[src/rtl/netreg_pkg.sv]
package netreg_pkg;
  // configuration byte bit positions (host-visible, decoded by software)
  localparam int unsigned CFG_RST_BIT   = 7;
  localparam int unsigned CFG_CHAIN_BIT = 6;
  localparam int unsigned CFG_TXEN_BIT  = 5;
  // pointer bits shared between the pointer register and the config byte
  localparam int unsigned SHARED_W      = 2;

  typedef enum logic [2:0] {
    SLOT_TENT   = 3'd0,
    SLOT_NODE   = 3'd1,
    SLOT_SETUP1 = 3'd2,
    SLOT_NEXT   = 3'd3,
    SLOT_SETUP2 = 3'd4
  } slot_e;
endpackage

[src/rtl/netreg_subaddr.sv]
module netreg_subaddr #(
  parameter int unsigned SUB_W  = 3,
  parameter int unsigned LOW_W  = netreg_pkg::SHARED_W
) (
  input  logic             clk,
  input  logic             rst,
  input  logic             wr_ptr,
  input  logic             wr_cfg,
  input  logic [SUB_W-1:0] ptr_d,
  input  logic [LOW_W-1:0] low_d,
  output logic [SUB_W-1:0] ptr_o
);
  localparam int unsigned HIGH_W = SUB_W - LOW_W;

  logic [LOW_W-1:0]  low_q;
  logic [HIGH_W-1:0] high_q;

  // shared low bits: single storage element, two write paths
  always_ff @(posedge clk) begin
    if (rst) begin
      low_q <= '0;
    end else if (wr_cfg) begin
      low_q <= low_d;
    end else if (wr_ptr) begin
      low_q <= ptr_d[LOW_W-1:0];
    end
  end

  // high bits: cleared by any configuration write
  always_ff @(posedge clk) begin
    if (rst) begin
      high_q <= '0;
    end else if (wr_cfg) begin
      high_q <= '0;
    end else if (wr_ptr) begin
      high_q <= ptr_d[SUB_W-1:LOW_W];
    end
  end

  assign ptr_o = {high_q, low_q};
endmodule

[src/rtl/netreg_cfg.sv]
module netreg_cfg (
  input  logic clk,
  input  logic rst,
  input  logic wr_cfg,
  input  logic srst_d,
  input  logic chain_d,
  input  logic txen_d,
  output logic srst_o,
  output logic chain_o,
  output logic txen_o
);
  always_ff @(posedge clk) begin
    if (rst) begin
      srst_o  <= 1'b0;
      chain_o <= 1'b0;
      txen_o  <= 1'b0;
    end else if (wr_cfg) begin
      srst_o  <= srst_d;
      chain_o <= chain_d;
      txen_o  <= txen_d;
    end
  end
endmodule

[src/rtl/netreg_window.sv]
module netreg_window #(
  parameter int unsigned DATA_W   = 8,
  parameter int unsigned SUB_W    = 3,
  parameter int unsigned NUM_SLOT = 5,
  parameter int unsigned RO_SLOT  = 3
) (
  input  logic                       clk,
  input  logic                       rst,
  input  logic                       wr_win,
  input  logic [SUB_W-1:0]           ptr,
  input  logic [DATA_W-1:0]          wdata,
  input  logic                       srst,
  input  logic                       nid_load,
  input  logic [DATA_W-1:0]          nid_in,
  output logic [DATA_W-1:0]          rd_o,
  output logic [NUM_SLOT*DATA_W-1:0] slots_o
);
  for (genvar k = 0; k < NUM_SLOT; k++) begin : g_slot
    logic [DATA_W-1:0] q;
    if (k == RO_SLOT) begin : g_ro
      // engine-loaded, host read-only, cleared while soft reset is held
      always_ff @(posedge clk) begin
        if (rst) begin
          q <= '0;
        end else if (srst) begin
          q <= '0;
        end else if (nid_load) begin
          q <= nid_in;
        end
      end
    end else begin : g_rw
      always_ff @(posedge clk) begin
        if (rst) begin
          q <= '0;
        end else if (wr_win && ptr == SUB_W'(k)) begin
          q <= wdata;
        end
      end
    end
    assign slots_o[k*DATA_W +: DATA_W] = q;
  end

  // pointer codes at or above NUM_SLOT select nothing and read zero
  always_comb begin
    rd_o = '0;
    for (int k = 0; k < NUM_SLOT; k++) begin
      if (ptr == SUB_W'(k)) begin
        rd_o = slots_o[k*DATA_W +: DATA_W];
      end
    end
  end
endmodule

[src/rtl/netreg_txgate.sv]
module netreg_txgate #(
  parameter int unsigned NUM_PULSE = 2
) (
  input  logic                 clk,
  input  logic                 rst,
  input  logic                 txen,
  input  logic                 backplane,
  input  logic [NUM_PULSE-1:0] pulse_raw,
  input  logic                 tx_req,
  output logic [NUM_PULSE-1:0] pulse_o,
  output logic                 tx_o
);
  always_ff @(posedge clk) begin
    if (rst) begin
      tx_o <= 1'b0;
    end else begin
      tx_o <= tx_req & txen;
    end
  end

  for (genvar p = 0; p < NUM_PULSE; p++) begin : g_pulse
    always_ff @(posedge clk) begin
      if (rst) begin
        pulse_o[p] <= 1'b0;
      end else begin
        pulse_o[p] <= pulse_raw[p] & (txen | backplane);
      end
    end
  end
endmodule

[src/rtl/netctl_regbank.sv]
module netctl_regbank #(
  parameter int unsigned DATA_W    = 8,
  parameter int unsigned ADDR_W    = 3,
  parameter int unsigned SUB_W     = 3,
  parameter int unsigned NUM_SLOT  = 5,
  parameter int unsigned NUM_PULSE = 2,
  parameter int unsigned PTR_ADDR  = 5,
  parameter int unsigned CFG_ADDR  = 6,
  parameter int unsigned WIN_ADDR  = 7
) (
  input  logic                 clk,
  input  logic                 rst,
  input  logic [ADDR_W-1:0]    bus_addr,
  input  logic                 bus_wr,
  input  logic                 bus_rd,
  input  logic [DATA_W-1:0]    bus_wdata,
  output logic [DATA_W-1:0]    bus_rdata,
  input  logic [DATA_W-1:0]    next_id_in,
  input  logic                 next_id_load,
  input  logic                 backplane_i,
  input  logic [NUM_PULSE-1:0] pulse_raw_i,
  input  logic                 tx_req_i,
  output logic                 soft_rst_o,
  output logic                 chain_en_o,
  output logic [NUM_PULSE-1:0] pulse_o,
  output logic                 tx_drive_o
);
  import netreg_pkg::*;

  localparam int unsigned LOW_W   = SHARED_W;
  localparam int unsigned RO_SLOT = int'(SLOT_NEXT);

  logic                       wr_ptr, wr_cfg, wr_win;
  logic [SUB_W-1:0]           sub_q;
  logic                       cfg_txen;
  logic [DATA_W-1:0]          win_rd;
  logic [NUM_SLOT*DATA_W-1:0] win_flat;
  logic [DATA_W-1:0]          next_id_q;
  logic [DATA_W-1:0]          rd_mux;
  logic [DATA_W-1:0]          rdata_q;

  assign wr_ptr = bus_wr && (bus_addr == ADDR_W'(PTR_ADDR));
  assign wr_cfg = bus_wr && (bus_addr == ADDR_W'(CFG_ADDR));
  assign wr_win = bus_wr && (bus_addr == ADDR_W'(WIN_ADDR));

  netreg_subaddr #(.SUB_W(SUB_W), .LOW_W(LOW_W)) u_ptr (
    .clk   (clk),
    .rst   (rst),
    .wr_ptr(wr_ptr),
    .wr_cfg(wr_cfg),
    .ptr_d (bus_wdata[SUB_W-1:0]),
    .low_d (bus_wdata[LOW_W-1:0]),
    .ptr_o (sub_q)
  );

  netreg_cfg u_cfg (
    .clk    (clk),
    .rst    (rst),
    .wr_cfg (wr_cfg),
    .srst_d (bus_wdata[CFG_RST_BIT]),
    .chain_d(bus_wdata[CFG_CHAIN_BIT]),
    .txen_d (bus_wdata[CFG_TXEN_BIT]),
    .srst_o (soft_rst_o),
    .chain_o(chain_en_o),
    .txen_o (cfg_txen)
  );

  netreg_window #(
    .DATA_W(DATA_W), .SUB_W(SUB_W), .NUM_SLOT(NUM_SLOT), .RO_SLOT(RO_SLOT)
  ) u_win (
    .clk     (clk),
    .rst     (rst),
    .wr_win  (wr_win),
    .ptr     (sub_q),
    .wdata   (bus_wdata),
    .srst    (soft_rst_o),
    .nid_load(next_id_load),
    .nid_in  (next_id_in),
    .rd_o    (win_rd),
    .slots_o (win_flat)
  );

  assign next_id_q = win_flat[RO_SLOT*DATA_W +: DATA_W];

  netreg_txgate #(.NUM_PULSE(NUM_PULSE)) u_gate (
    .clk      (clk),
    .rst      (rst),
    .txen     (cfg_txen),
    .backplane(backplane_i),
    .pulse_raw(pulse_raw_i),
    .tx_req   (tx_req_i),
    .pulse_o  (pulse_o),
    .tx_o     (tx_drive_o)
  );

  // read selection
  always_comb begin
    rd_mux = '0;
    if (bus_addr == ADDR_W'(PTR_ADDR)) begin
      rd_mux[SUB_W-1:0] = sub_q;
    end else if (bus_addr == ADDR_W'(CFG_ADDR)) begin
      rd_mux[CFG_RST_BIT]   = soft_rst_o;
      rd_mux[CFG_CHAIN_BIT] = chain_en_o;
      rd_mux[CFG_TXEN_BIT]  = cfg_txen;
      rd_mux[LOW_W-1:0]     = sub_q[LOW_W-1:0];
    end else if (bus_addr == ADDR_W'(WIN_ADDR)) begin
      rd_mux = win_rd;
    end
  end

  always_ff @(posedge clk) begin
    if (rst) begin
      rdata_q <= '0;
    end else if (bus_rd) begin
      rdata_q <= rd_mux;
    end
  end

  assign bus_rdata = rdata_q;
endmodule

[config.mk]
export PLATFORM = sky130hd
export DESIGN_NAME = netctl_regbank
export DESIGN_NICKNAME = d
export VERILOG_FILES = /design/src/rtl/netreg_pkg.sv /design/src/rtl/netreg_subaddr.sv /design/src/rtl/netreg_cfg.sv /design/src/rtl/netreg_window.sv /design/src/rtl/netreg_txgate.sv /design/src/rtl/netctl_regbank.sv
export SDC_FILE = /design/constraint.sdc
export NUM_CORES = 1
export LEC_CHECK = 0
export ABC_AREA = 1
export BUFFER_PORTS_ARGS = -buffer_cell sky130_fd_sc_hd__buf_2
export CORE_ASPECT_RATIO = 2
export CORE_MARGIN = 2
export CORE_UTILIZATION = 35
export CTS_BUF_LIST = sky130_fd_sc_hd__clkbuf_16
export DETAILED_ROUTE_END_ITERATION = 16
export PLACE_DENSITY = 0.58
export SLEW_MARGIN = 5
export SYNTH_ARGS = -nofsm -noshare
export SYNTH_HDL_FRONTEND = slang
export SYNTH_HIERARCHICAL = 1
export SYNTH_SLANG_ARGS = --single-unit
[constraint.sdc]
create_clock -name clk -period 2.1 [get_ports clk]
set_input_delay 0.315 -clock clk [delete_from_list [all_inputs] [get_ports clk]]
set_output_delay 0.315 -clock clk [all_outputs]
set_load 0.01 [all_outputs]
==> out/results.md <==
| Step | Parameter | This run |
|:---|:---|:---|
| power | Combinational group share of total power | 7.3% |
| clock tree | Max H-tree Level | 3 |
| route | Router iterations before antenna repair | 4 |
| worst setup path | Depth of the most critical reg-to-reg path | 8 |
| worst setup path | Startpoint type of the worst setup path | flip-flop |
| clock tree | Clock Latency Late Sink | 0.32 ns |
| floorplan | Die Y | 129 µm |
| route | Count of nets left with antenna violations after detail routing | 0 |
| global route | Residual overflow from global routing | 0 |
| clock tree | CTS tree | built |
| timing | Max Transition Viols Final | 0 |
| finish | Antenna fix cells | 0 |
| synthesis | Count of yosys warnings during synthesis | 6 |
| clock tree | Clock-pin slew on the worst setup and hold paths | 0.05 ns |
| clock tree | Clk buf depth | 2 |
| route | Average detailed-routed wire length per instance | 12.6 µm |
| worst setup path | Peak per-stage delay on the critical path | 0.47 ns |
| worst setup path | Cell occurring most often along the worst timing path | nand2_1 |
| worst setup path | Worst setup EP type | flip-flop |
| worst setup path | Launch point of the critical path | u_ptr/high_q |
| power | Internal power | 1.94 mW |
| synthesis | Count of cell types in the netlist | 22 |
| hold path | Worst hold-check path type | primary input to flip-flop |
| floorplan | Core Rows | 45 |
| worst setup path | Cell type of the slowest stage on the worst timing path | dfxtp_1 |
| timing | Relative slew slack | 49.6% |
| floorplan | Starting density of the core | 36.0% |
| power | Pwr/cell area | 779 nW/µm² |
| timing | Unrepaired setup endpoints after global routing | false |
| worst setup path | Worst flop-to-flop path endpoint | bus_rdata[5] |
| floorplan | Full die area | 8590 µm² |
| synthesis | Sequential area share after synthesis | 41.7% |
| synthesis | Adder and majority cell fraction of the synthesized area | 0% |
| synthesis | Number of instances in the synthesized netlist | 415 |
| clock tree | Num CTS Buffers | 9 |
| placement | Final Wtd Congestion | 0.840 |
| worst setup path | Largest fanout on the critical path | 20 |
| worst setup path | Number of buffers and inverters on the critical path | 1 |
| finish | Fraction of layout instances using a drive strength above 1 | 16.7% |
| global route | Largest net degree at the start of global routing | 25 |
| clock tree | Total of cells resized after clock tree synthesis | 0 |
| synthesis | Most common cell in the synthesized netlist | nand2_1 |
| route | Routed vias | 2550 |
| finish | Area added between synthesis and finish | 18.9% |
| clock tree | Post-CTS setup buffers | 0 |
| worst setup path | Cell type group with the largest total delay on the critical path | simple AND/OR/NAND/NOR gates |
| clock tree | CTS Sinks | 57 |
| synthesis | Asr flop ratio synth | 0% |
| timing | Time the final worst path needs with I/O delays and setup | 1.75 ns |
| worst setup path | Launching point of the worst reg2reg path | u_ptr/high_q |
| global route | Initial antenna violation count | 0 |
| route | Post-detailed-route DRC marker count | 0 |
| clock tree | Root cell of the clock tree | clkbuf_16 |
| run status | Result of the run | finished clean |
| power | Reported leakage power | 1.52 nW |
| synthesis | Most instantiated cells after synthesis | nand2_1, nor2_1, dfxtp_1 |
| timing | Final hold violation count | 0 |
| timing | Fin Setup TNS | 0 ns |
| synthesis | Average footprint of a synthesized cell | 6.60 µm² |
| floorplan | Placeable core region | 7600 µm² |
| global route | Via count of the first global-routing pass | 2502 |
| power | Fraction of power spent switching nets | 23.5% |
| power | Peak supply drop | 0.461 mV |
| placement | Dpl hpwl | 5360 µm |
| timing | Clock tree skew after final layout | 0.00549 ns |
| power | Share of total power in sequential cells | 44.4% |
| placement | Instance area at placement | 3000 µm² |
| synthesis | Largest family of logic cells by synthesized area | simple AND/OR/NAND/NOR gates |
| synthesis | Flop and latch count out of synthesis | 57 |
| finish | Post-route cell area | 3250 µm² |
| hold path | Origin of the worst min-delay path | pulse_raw_i[0] |
| route | Initial drt markers | 123 |
| synthesis | Main area contributors after synthesis | dfxtp_1, nand2_1, nor2_1 |
| timing | Setup violators final | 0 |
| hold path | Worst hold path stage count | 3 |
| power | P_sw | 595 µW |
| synthesis | Post-synth EDFFs | 0 |
| synthesis | Share of cell area taken by muxes after synthesis | 0% |
| worst setup path | Critical Path RT | 2.35 ns |
| finish | Total Nets Final | 486 |
| synthesis | Main synth FF type | dfxtp_1 |
| finish | Final core utilization | 42.8% |
| synthesis | Portion of synthesized cell area occupied by the leading cell type | 41.7% |
| synthesis | Biggest area consumer among synthesized cells | dfxtp_1 |
| placement | Count of buffers inserted at the top-level ports | 40 |
| global route | Tot GR Track Use | 18.1% |
| route | Wire length reported by the detailed router | 6990 µm |
| global route | Global-route wire length before repair | 11600 µm |
| job | Max cap viols | 0 |
| worst setup path | Chain of cells forming the critical path | inv_2, nor3_4, nand2_1, nand3_1, nand4_1, nand2_1, nand2_1, a21oi_1 |
| synthesis | XOR/XNOR Fraction of Synth Area | 0% |
| worst setup path | Worst setup slack for register-to-register paths | 0.35 ns |
| synthesis | Mapped Nets | 443 |
| timing | Highest Clock Rate | 571 MHz |
| timing | Period utilization | 83.4% |
| worst setup path | Crit path kind | flip-flop to flip-flop |
| synthesis | Combined area of all synthesized cells | 2740 µm² |
| route | Vias/cell | 4.59 |
| timing | Actual transition at the worst max-transition pin | 0.755 ns |
| synthesis | Complex-gate fraction of the synthesized area | 5.76% |
| floorplan | Die extent in x | 66.5 µm |
| floorplan | I/O pin total | 41 |
| power | Clk network pwr share | 48.3% |
| synthesis | Post-synthesis share of cell area spent on and, or, nand and nor gates | 42.4% |
| hold path | WHS Endpoint | u_gate/pulse_o[0] |
| worst setup path | Arrival time at the worst endpoint | 2.00 ns |
| clock tree | Hold buffers post-CTS | 0 |
tightest hold or removal path, cell delays in order:
cell     delay, ns
buf_2         0.07
nand2_1       0.04
nor2_1        0.07
worst max-delay path by stage:
stage                                end  slack (ns)  depth (start not counted)
floorplan           u_win/g_slot[2].q[4]        0.57                          9
global placement            bus_rdata[5]        0.37                          8
detailed placement  u_win/g_slot[1].q[5]        0.33                          8
CTS                         bus_rdata[5]        0.37                          8
global route                bus_rdata[5]        0.20                          8
finish                      bus_rdata[5]        0.35                          8
metal layers:
| layer | vias up | GRT usage [%] | wire, µm |
|---|---|---|---|
| met4 | 0 | 7.92 | 170 |
| met2 | 43 | 34.2 | 3960 |
| li1 | 1369 | - | - |
| met1 | 1127 | 18.0 | 2620 |
| met3 | 11 | 4.25 | 239 |
| met5 | - | 0 | 0 |
layout make-up:
| class | count | area, µm² |
|---|---|---|
| flip-flops and latches | 57 | 1140 |
| clock inverters | 6 | 26.3 |
| multi-input cells | 296 | 1320 |
| well taps | 94 | 118 |
| fillers | 840 | 4350 |
| clock buffers | 9 | 225 |
| repair buffers | 46 | 245 |
| inverters | 48 | 180 |
flip-flops by register name, summed over array words and instances, names as in the netlist:
register / flops
u_gate/tx_o: 1
u_win/g_slot.q: 40
u_ptr/high_q: 1
u_gate/pulse_o: 2
u_cfg/srst_o: 1
u_ptr/low_q: 2
bus_rdata: 8
u_cfg/chain_o: 1
u_cfg/txen_o: 1
cell families after synthesis:
logic type      count (synthesis)
simple gates                  266
compound gates                 30
buf+inv                        62
flops                          57
per-stage QoR:
stage	worst slack, ns	hold slack (ns)	instances	power (mW)
after CTS	0.367	0.195	556	2.58
after global routing	0.203	0.231	556	2.64
after global placement	0.366	0.451	541	1.33
after detailed placement	0.331	0.457	541	1.33
final	0.349	0.207	556	2.54
after floorplan	0.567	0.384	415	1.26
power groups by stage:
stage          clock network, mW  registers, mW  logic [mW]
6_report                    1.22           1.13       0.186
3_5_place_dp                   0           1.15       0.188
3_3_place_gp                   0           1.15       0.186
4_1_cts                     1.26           1.13       0.189
2_1_floorplan                  0           1.15       0.111
5_1_grt                     1.31           1.13       0.212
cell usage in the layout, fill, tap and decap left out, drive strengths merged:
master | netlist | layout
clkbuf | 3 | 9
inv | 47 | 47
nor2 | 84 | 84
dfxtp | 57 | 57
nor3 | 2 | 2
nand4 | 15 | 15
o21ai | 4 | 4
nand3 | 28 | 28
clkinv | 1 | 7
a21oi | 26 | 26
buf | 11 | 46
nand2 | 137 | 137
Note: power is estimated with default switching activity, not from simulation.
